## src/rtl/xlat_pkg.sv

```systemverilog
package xlat_pkg;
  localparam int VA_W  = 32;
  localparam int PA_W  = 28;
  localparam int OFF_W = 12;
  localparam int VPN_W = VA_W - OFF_W;
  localparam int PPN_W = PA_W - OFF_W;

  typedef struct packed {
    logic             valid;
    logic             dirty;
    logic             refd;
    logic             wr_ok;
    logic [VPN_W-1:0] vpn;
    logic [PPN_W-1:0] ppn;
  } xlat_entry_t;
endpackage

```

## src/rtl/xlat_match.sv

```systemverilog
module xlat_match #(
  parameter int N  = 16,
  parameter int KW = 20,
  localparam int IW = $clog2(N)
) (
  input  logic [N-1:0]         valid_i,
  input  logic [N-1:0][KW-1:0] tag_i,
  input  logic [KW-1:0]        key_i,
  output logic                 hit_o,
  output logic [IW-1:0]        idx_o
);
  logic [N-1:0] eq;

  for (genvar g = 0; g < N; g++) begin : g_cmp
    assign eq[g] = valid_i[g] && (tag_i[g] == key_i);
  end

  // lowest index wins
  always_comb begin
    idx_o = '0;
    for (int i = N - 1; i >= 0; i--)
      if (eq[i]) idx_o = IW'(i);
  end
  assign hit_o = |eq;

  always_comb begin
    if (hit_o) begin
      a_r11_lowest_match: assert (eq[idx_o]);
    end
  end
endmodule

```

## src/rtl/xlat_victim.sv

```systemverilog
module xlat_victim #(
  parameter int N = 16,
  localparam int IW = $clog2(N)
) (
  input  logic          clk_i,
  input  logic          rst_ni,
  input  logic [N-1:0]  valid_i,
  input  logic [N-1:0]  ref_i,
  input  logic          adv_i,
  output logic [IW-1:0] idx_o,
  output logic          use_rr_o
);
  logic [IW-1:0] rr_q;
  logic [IW-1:0] free_idx, cold_idx;
  logic          any_free, any_cold;

  always_comb begin
    free_idx = '0;
    cold_idx = '0;
    for (int i = N - 1; i >= 0; i--) begin
      if (!valid_i[i]) free_idx = IW'(i);
      if (!ref_i[i])   cold_idx = IW'(i);
    end
  end
  assign any_free = ~&valid_i;
  assign any_cold = ~&ref_i;

  always_comb begin
    use_rr_o = 1'b0;
    if (any_free)      idx_o = free_idx;
    else if (any_cold) idx_o = cold_idx;
    else begin
      idx_o    = rr_q;
      use_rr_o = 1'b1;
    end
  end

  always_ff @(posedge clk_i or negedge rst_ni) begin
    if (!rst_ni)                     rr_q <= '0;
    else if (adv_i && use_rr_o)      rr_q <= (rr_q == IW'(N - 1)) ? '0 : rr_q + 1'b1;
  end

  a_r7_prefer_free: assert property (@(posedge clk_i) disable iff (!rst_ni)
    any_free |-> !valid_i[idx_o]);
  a_r8_prefer_cold: assert property (@(posedge clk_i) disable iff (!rst_ni)
    (!any_free && any_cold) |-> !ref_i[idx_o]);
  a_r9_rr_step: assert property (@(posedge clk_i) disable iff (!rst_ni)
    (adv_i && use_rr_o && rr_q != IW'(N - 1)) |=> rr_q == $past(rr_q) + 1'b1);
endmodule

```

## src/rtl/xlat_cache.sv

```systemverilog
module xlat_cache
  import xlat_pkg::*;
#(
  parameter int NUM_ENTRIES = 16,
  localparam int IW = $clog2(NUM_ENTRIES)
) (
  input  logic             clk_i,
  input  logic             rst_ni,
  input  logic             req_i,
  input  logic             write_i,
  input  logic [VA_W-1:0]  vaddr_i,
  output logic             rsp_valid_o,
  output logic [PA_W-1:0]  paddr_o,
  output logic             miss_o,
  output logic             wprot_o,
  output logic             dirty_o,
  input  logic             fill_i,
  input  logic [VPN_W-1:0] fill_vpn_i,
  input  logic [PPN_W-1:0] fill_ppn_i,
  input  logic             fill_wr_ok_i,
  input  logic             flush_i,
  input  logic             ref_clear_i
);
  xlat_entry_t [NUM_ENTRIES-1:0] ents_q, ents_d;

  logic [NUM_ENTRIES-1:0]            valid_vec, ref_vec;
  logic [NUM_ENTRIES-1:0][VPN_W-1:0] vpn_vec;

  always_comb begin
    for (int i = 0; i < NUM_ENTRIES; i++) begin
      valid_vec[i] = ents_q[i].valid;
      ref_vec[i]   = ents_q[i].refd;
      vpn_vec[i]   = ents_q[i].vpn;
    end
  end

  // lookup
  logic          lk_hit;
  logic [IW-1:0] lk_idx;
  xlat_entry_t   lk_ent;
  logic          lk_deny;

  xlat_match #(.N(NUM_ENTRIES), .KW(VPN_W)) u_lk_match (
    .valid_i (valid_vec),
    .tag_i   (vpn_vec),
    .key_i   (vaddr_i[VA_W-1:OFF_W]),
    .hit_o   (lk_hit),
    .idx_o   (lk_idx)
  );

  assign lk_ent  = ents_q[lk_idx];
  assign lk_deny = write_i && !lk_ent.wr_ok;

  // refill target
  logic          dup_hit, use_rr;
  logic [IW-1:0] dup_idx, vic_idx, fill_idx;

  xlat_match #(.N(NUM_ENTRIES), .KW(VPN_W)) u_fill_match (
    .valid_i (valid_vec),
    .tag_i   (vpn_vec),
    .key_i   (fill_vpn_i),
    .hit_o   (dup_hit),
    .idx_o   (dup_idx)
  );

  xlat_victim #(.N(NUM_ENTRIES)) u_victim (
    .clk_i    (clk_i),
    .rst_ni   (rst_ni),
    .valid_i  (valid_vec),
    .ref_i    (ref_vec),
    .adv_i    (fill_i && !flush_i && !dup_hit),
    .idx_o    (vic_idx),
    .use_rr_o (use_rr)
  );

  assign fill_idx = dup_hit ? dup_idx : vic_idx;

  // next state: ageing, then hit status, then refill; flush overrides all
  always_comb begin
    ents_d = ents_q;
    if (ref_clear_i)
      for (int i = 0; i < NUM_ENTRIES; i++) ents_d[i].refd = 1'b0;
    if (req_i && lk_hit) begin
      ents_d[lk_idx].refd = 1'b1;
      if (write_i && lk_ent.wr_ok) ents_d[lk_idx].dirty = 1'b1;
    end
    if (fill_i) begin
      ents_d[fill_idx].valid = 1'b1;
      ents_d[fill_idx].dirty = 1'b0;
      ents_d[fill_idx].refd  = 1'b0;
      ents_d[fill_idx].wr_ok = fill_wr_ok_i;
      ents_d[fill_idx].vpn   = fill_vpn_i;
      ents_d[fill_idx].ppn   = fill_ppn_i;
    end
    if (flush_i) ents_d = '0;
  end

  always_ff @(posedge clk_i or negedge rst_ni) begin
    if (!rst_ni) ents_q <= '0;
    else         ents_q <= ents_d;
  end

  // registered response
  always_ff @(posedge clk_i or negedge rst_ni) begin
    if (!rst_ni) begin
      rsp_valid_o <= 1'b0;
      paddr_o     <= '0;
      miss_o      <= 1'b0;
      wprot_o     <= 1'b0;
      dirty_o     <= 1'b0;
    end else begin
      rsp_valid_o <= req_i;
      miss_o      <= req_i && !lk_hit;
      wprot_o     <= req_i && lk_hit && lk_deny;
      dirty_o     <= req_i && lk_hit && lk_ent.dirty;
      paddr_o     <= (req_i && lk_hit && !lk_deny) ?
                     {lk_ent.ppn, vaddr_i[OFF_W-1:0]} : '0;
    end
  end

  a_r11_excl_exc: assert property (@(posedge clk_i) disable iff (!rst_ni)
    !(miss_o && wprot_o));
  a_r1_rsp_follows_req: assert property (@(posedge clk_i) disable iff (!rst_ni)
    req_i |=> rsp_valid_o);
  a_r1_idle_quiet: assert property (@(posedge clk_i) disable iff (!rst_ni)
    !req_i |=> !rsp_valid_o && !miss_o && !wprot_o);
  a_r2_miss_no_pa: assert property (@(posedge clk_i) disable iff (!rst_ni)
    miss_o |-> paddr_o == '0);
  a_r10_flush_empties: assert property (@(posedge clk_i) disable iff (!rst_ni)
    flush_i |=> valid_vec == '0);
  a_r4_dirty_set: assert property (@(posedge clk_i) disable iff (!rst_ni)
    (req_i && write_i && lk_hit && lk_ent.wr_ok && !flush_i && !fill_i)
    |=> ents_q[$past(lk_idx)].dirty);
endmodule

```

## config.mk

```make
export PLATFORM = sky130hd
export DESIGN_NAME = xlat_cache
export DESIGN_NICKNAME = d
export VERILOG_FILES = /design/src/rtl/xlat_pkg.sv /design/src/rtl/xlat_match.sv /design/src/rtl/xlat_victim.sv /design/src/rtl/xlat_cache.sv
export SDC_FILE = /design/constraint.sdc
export NUM_CORES = 2
export LEC_CHECK = 0
export ABC_AREA = 0
export ABC_CLOCK_PERIOD_IN_PS = 8290
export BUFFER_PORTS_ARGS = -buffer_cell sky130_fd_sc_hd__buf_2
export CORE_ASPECT_RATIO = 0.8
export CORE_MARGIN = 5
export CORE_UTILIZATION = 35
export CTS_BUF_LIST = sky130_fd_sc_hd__clkbuf_4
export DETAILED_ROUTE_END_ITERATION = 6
export GPL_TIMING_DRIVEN = 0
export PLACE_DENSITY = 0.53
export SLEW_MARGIN = 40
export SYNTH_ARGS = -nofsm -noshare
export SYNTH_HDL_FRONTEND = slang
export SYNTH_SLANG_ARGS = --single-unit
```

## constraint.sdc

```tcl
create_clock -name clk_i -period 8.29 [get_ports clk_i]
set_input_delay 1.2435 -clock clk_i [delete_from_list [all_inputs] [get_ports clk_i]]
set_output_delay 1.2435 -clock clk_i [all_outputs]
set_load 0.05 [all_outputs]
```

==> summary.txt <==
power share of the sequential group: 44.9%
hold violation total from the final report: 0
net switching share of the total power: 31.91%
Post-synth ARST share: 100.0%
most numerous cell in the Yosys netlist: mux2i_1
nets@finish: 4154
RSZ-0062 raised after global routing: false
total grt overflow: 0
Worst Skew: 98.38 ps
GP Congestion: 1.002
Worst Path Arrival: 6970 ps
synthesized area: 39040 sq um
quantity of I/O buffers inserted on ports: 66
Lkg Pwr: 0.02007 uW
total core area: 110600 sq um
Hold Path Class: in2reg
CP peak stage delay: 900 ps
Die Y: 308.7 um
Buf+Inv Stages, Crit Path: 5
share of the synthesized area in the top cell type: 43.33%
Initial Utilization: 35.30%
# placed instances: 5385
WL final: 209400 um
Seq/Total Area, Yosys: 43.33%
WS Path Type: in2reg
Detailed Route Iter0 Violations: 5286
Die X: 383.4 um
Worst Setup End Kind: register
site row count: 109
DIE AREA: 118400 sq um
Area growth syn-to-layout: 13.79%
Tcrit/Tclk final: 71.46%
total clock sinks: 676
achievable frequency: 168.8 MHz
Via Count: 34090
DRT Pass-1 Iters: 6
power consumption: 7454 uW
Wirelength per Cell: 36.56 um
Synth top cells by count: 715 x mux2i_1, 676 x dfrtp_1, 660 x nor2_1
Layout fillers: 11160
largest net degree at the start of global routing: 101
syn_nets: 3873
Worst R2R Setup Slack: 2620 ps
clock power share: 42.2%
Root Driver: clkbuf_4
synthesized flop and latch total: 676
Yosys top cell by area: dfrtp_1
CP Launch Type: input pin
IO Pins: 108
Logic pwr share: 12.9%
Pint: 5076 uW
vias in the first global route: 32000
H-tree lvl count: 4
sw power: 2379 uW
endpoints failing setup: 0
Max Root-Sink Buffers: 3
dominant synthesized flop cell: dfrtp_1
Max-Cap Viols: 0
WP data required: 9330 ps
initial antenna violation count: 16
Post-DRT Antenna Nets: 0
layout cell share with drive strength beyond 1: 16.60%
first-pass GRT wire length: 280100 um
slowest CP cell: nor4_2
crit path max fanout: 10
post-DR vias/cell: 5.953
Crit path max-delay family: buffers and inverters
latest clock arrival within the worst-skew pair: 1240 ps
outcome: finished, final reports clean
pwr/cell area: 167.8 nW/um^2
Max-Slew Margin vs Limit: 37.64%
synth unique cells: 76
cells along the critical path: buf_2 -> buf_2 -> buf_2 -> xor2_1 -> nor4_1 -> nand4_1 -> nand4_1 -> nor4_2 -> nand2_1 -> nand3b_1 -> buf_2 -> buf_4 -> mux2i_1 -> nor2_1
Worst Tran Pin Value: 927.7 ps
crit-path most repeated cell: buf_2
yosys warns: 0
DRC: 0
Slew Viols, Final: 0
CTS tree: built
CTS buffer count: 187
Synth Area per Inst: 10.29 sq um
Synth area leaders: dfrtp_1 43%, mux2i_1 18%, xnor2_1 11%, nor2_1 6.3%, xor2_1 3.1%
fin cells: 5727
detailed-placement wirelength estimate: 146100 um
Post-CTS Resized: 0
Max VDD drop: 0.1091 mV
GRT Total Usage: 34.62%
post-route minimum period: 5924 ps
clk slew on worst S/H paths: 60 ps
Post-Synthesis Cells: 3796
EDFF count, synth: 0
[worst reg2reg max path, stage by stage (launching register included)]
cell and delay (ps):
dfrtp_1 410, xnor2_1 440, nand4_1 160, nor4_1 740
nand4_1 490, a211oi_2 670, o21bai_1 180, a21oi_2 270
a21o_1 150, buf_2 270, o221ai_1 200, o211a_1 190
mux2_4 290, a21oi_4 540, buf_6 290, and4_1 280
[path summary, 6_finish.rpt]
kind | end | start | cells past startpoint
max | ents_q[187] | fill_vpn_i[3] | 14
min | rsp_valid_o | req_i | 1
max reg2reg | paddr_o[15] | ents_q[621] | 15
min reg2reg | ents_q[158] | ents_q[158] | 1
max in group asynchronous | ents_q[86] | rst_ni | 5
min in group asynchronous | u_victim.rr_q[1] | rst_ni | 2
[state kept, by name, summed over array words and instances (netlist names)]
| signal | cells |
|---|---|
| miss_o | 1 |
| ents_q | 640 |
| u_victim.rr_q | 4 |
| wprot_o | 1 |
| dirty_o | 1 |
| paddr_o | 28 |
| rsp_valid_o | 1 |
[cells in the final DEF, fill, tap and decap left out, types with 13 or more instances in the layout]
cell | Yosys | layout
nand3_1 | 78 | 78
and2_1 | 23 | 23
xnor2_1 | 493 | 493
buf_4 | 62 | 62
nor2b_1 | 19 | 18
buf_2 | 95 | 160
a22o_1 | 14 | 14
a221oi_1 | 17 | 17
and4_1 | 22 | 22
nor3b_1 | 18 | 18
a22oi_1 | 26 | 26
inv_1 | 23 | 23
clkbuf_1 | 121 | 37
nand4_1 | 188 | 188
a21oi_1 | 41 | 41
buf_16 | 0 | 24
nor2_1 | 660 | 658
nand2b_1 | 13 | 13
nor3_1 | 23 | 23
nor4_1 | 81 | 79
clkbuf_4 | 0 | 258
buf_6 | 27 | 27
clkinv_1 | 0 | 48
xor2_1 | 140 | 140
o21ai_0 | 15 | 14
clkbuf_2 | 0 | 84
mux2i_1 | 715 | 715
dfrtp_1 | 676 | 676
diode_2 | 0 | 13
nand2_1 | 58 | 58
[cells by family (layout without fill, tap and decap cells)]
logic type	Yosys count	count (layout)	share of synthesized area, %
buffers and inverters	330	750	4.650
DFF	676	676	43.33
muxes	728	728	18.71
and+or+nand+nor	1228	1228	15.12
xor gates and xnor gates	639	639	14.45
other	0	13	0
adders and majority gates	1	1	0.03204
AOI/OAI and AO/OA	194	194	3.708
[layout make-up]
| class | instances | area (sq um) | share of cell area (%) |
|---|---|---|---|
| timing repair buffer | 92 | 1031 | 2.321 |
| sequential | 676 | 16920 | 38.07 |
| buffer | 307 | 1834 | 4.129 |
| inverter | 23 | 86.33 | 0.1943 |
| tap | 1498 | 1874 | 4.219 |
| clock buffer | 258 | 1937 | 4.359 |
| antenna | 13 | 32.53 | 0.07322 |
| multi-input combinational | 2790 | 20350 | 45.81 |
| clock inverter | 70 | 364.1 | 0.8195 |
[power by group through the flow]
stage	registers, uW	logic [uW]	clock network (uW)
5_1_grt	3350	967	3340
2_1_floorplan	3400	418	0
3_5_place_dp	3410	916	0
4_1_cts	3340	920	3170
3_3_place_gp	3410	877	0
6_report	3350	963	3150
[layer usage]
layer  share of wire (%)  vias to the layer above  global-route usage (%)
li1                    -                    13780                       -
met1                  42                    17310                   48.65
met2                  39                     2460                   47.14
met3                  14                      539                   13.01
met4                 5.2                        2                   15.47
met5              0.0062                        -                       0
[per-stage QoR]
stage | hold slack (ps) | setup WS, ps | TNS (ps) | instance area, sq um | utilization, %
after floorplan | 455.7 | 4066 | 0 | 39040 | -
after global placement | 474.9 | -9760 | -6479170 | 41250 | 37.29
after detailed placement | 480.3 | 1646 | 0 | 42070 | 38.04
after CTS | 105.1 | 2893 | 0 | 44380 | 40.13
after global routing | 138.1 | 2604 | 0 | 44410 | 40.16
final | 191.1 | 2366 | 0 | 44430 | 40.17
[what timing repair did]
item / 4_1_cts / 5_1_grt
setup buffers: 0 / 0
hold buffers: 1 / 0
endpoints found under the hold margin: 47 / 0
Note: power is estimated with default switching activity, not from simulation.
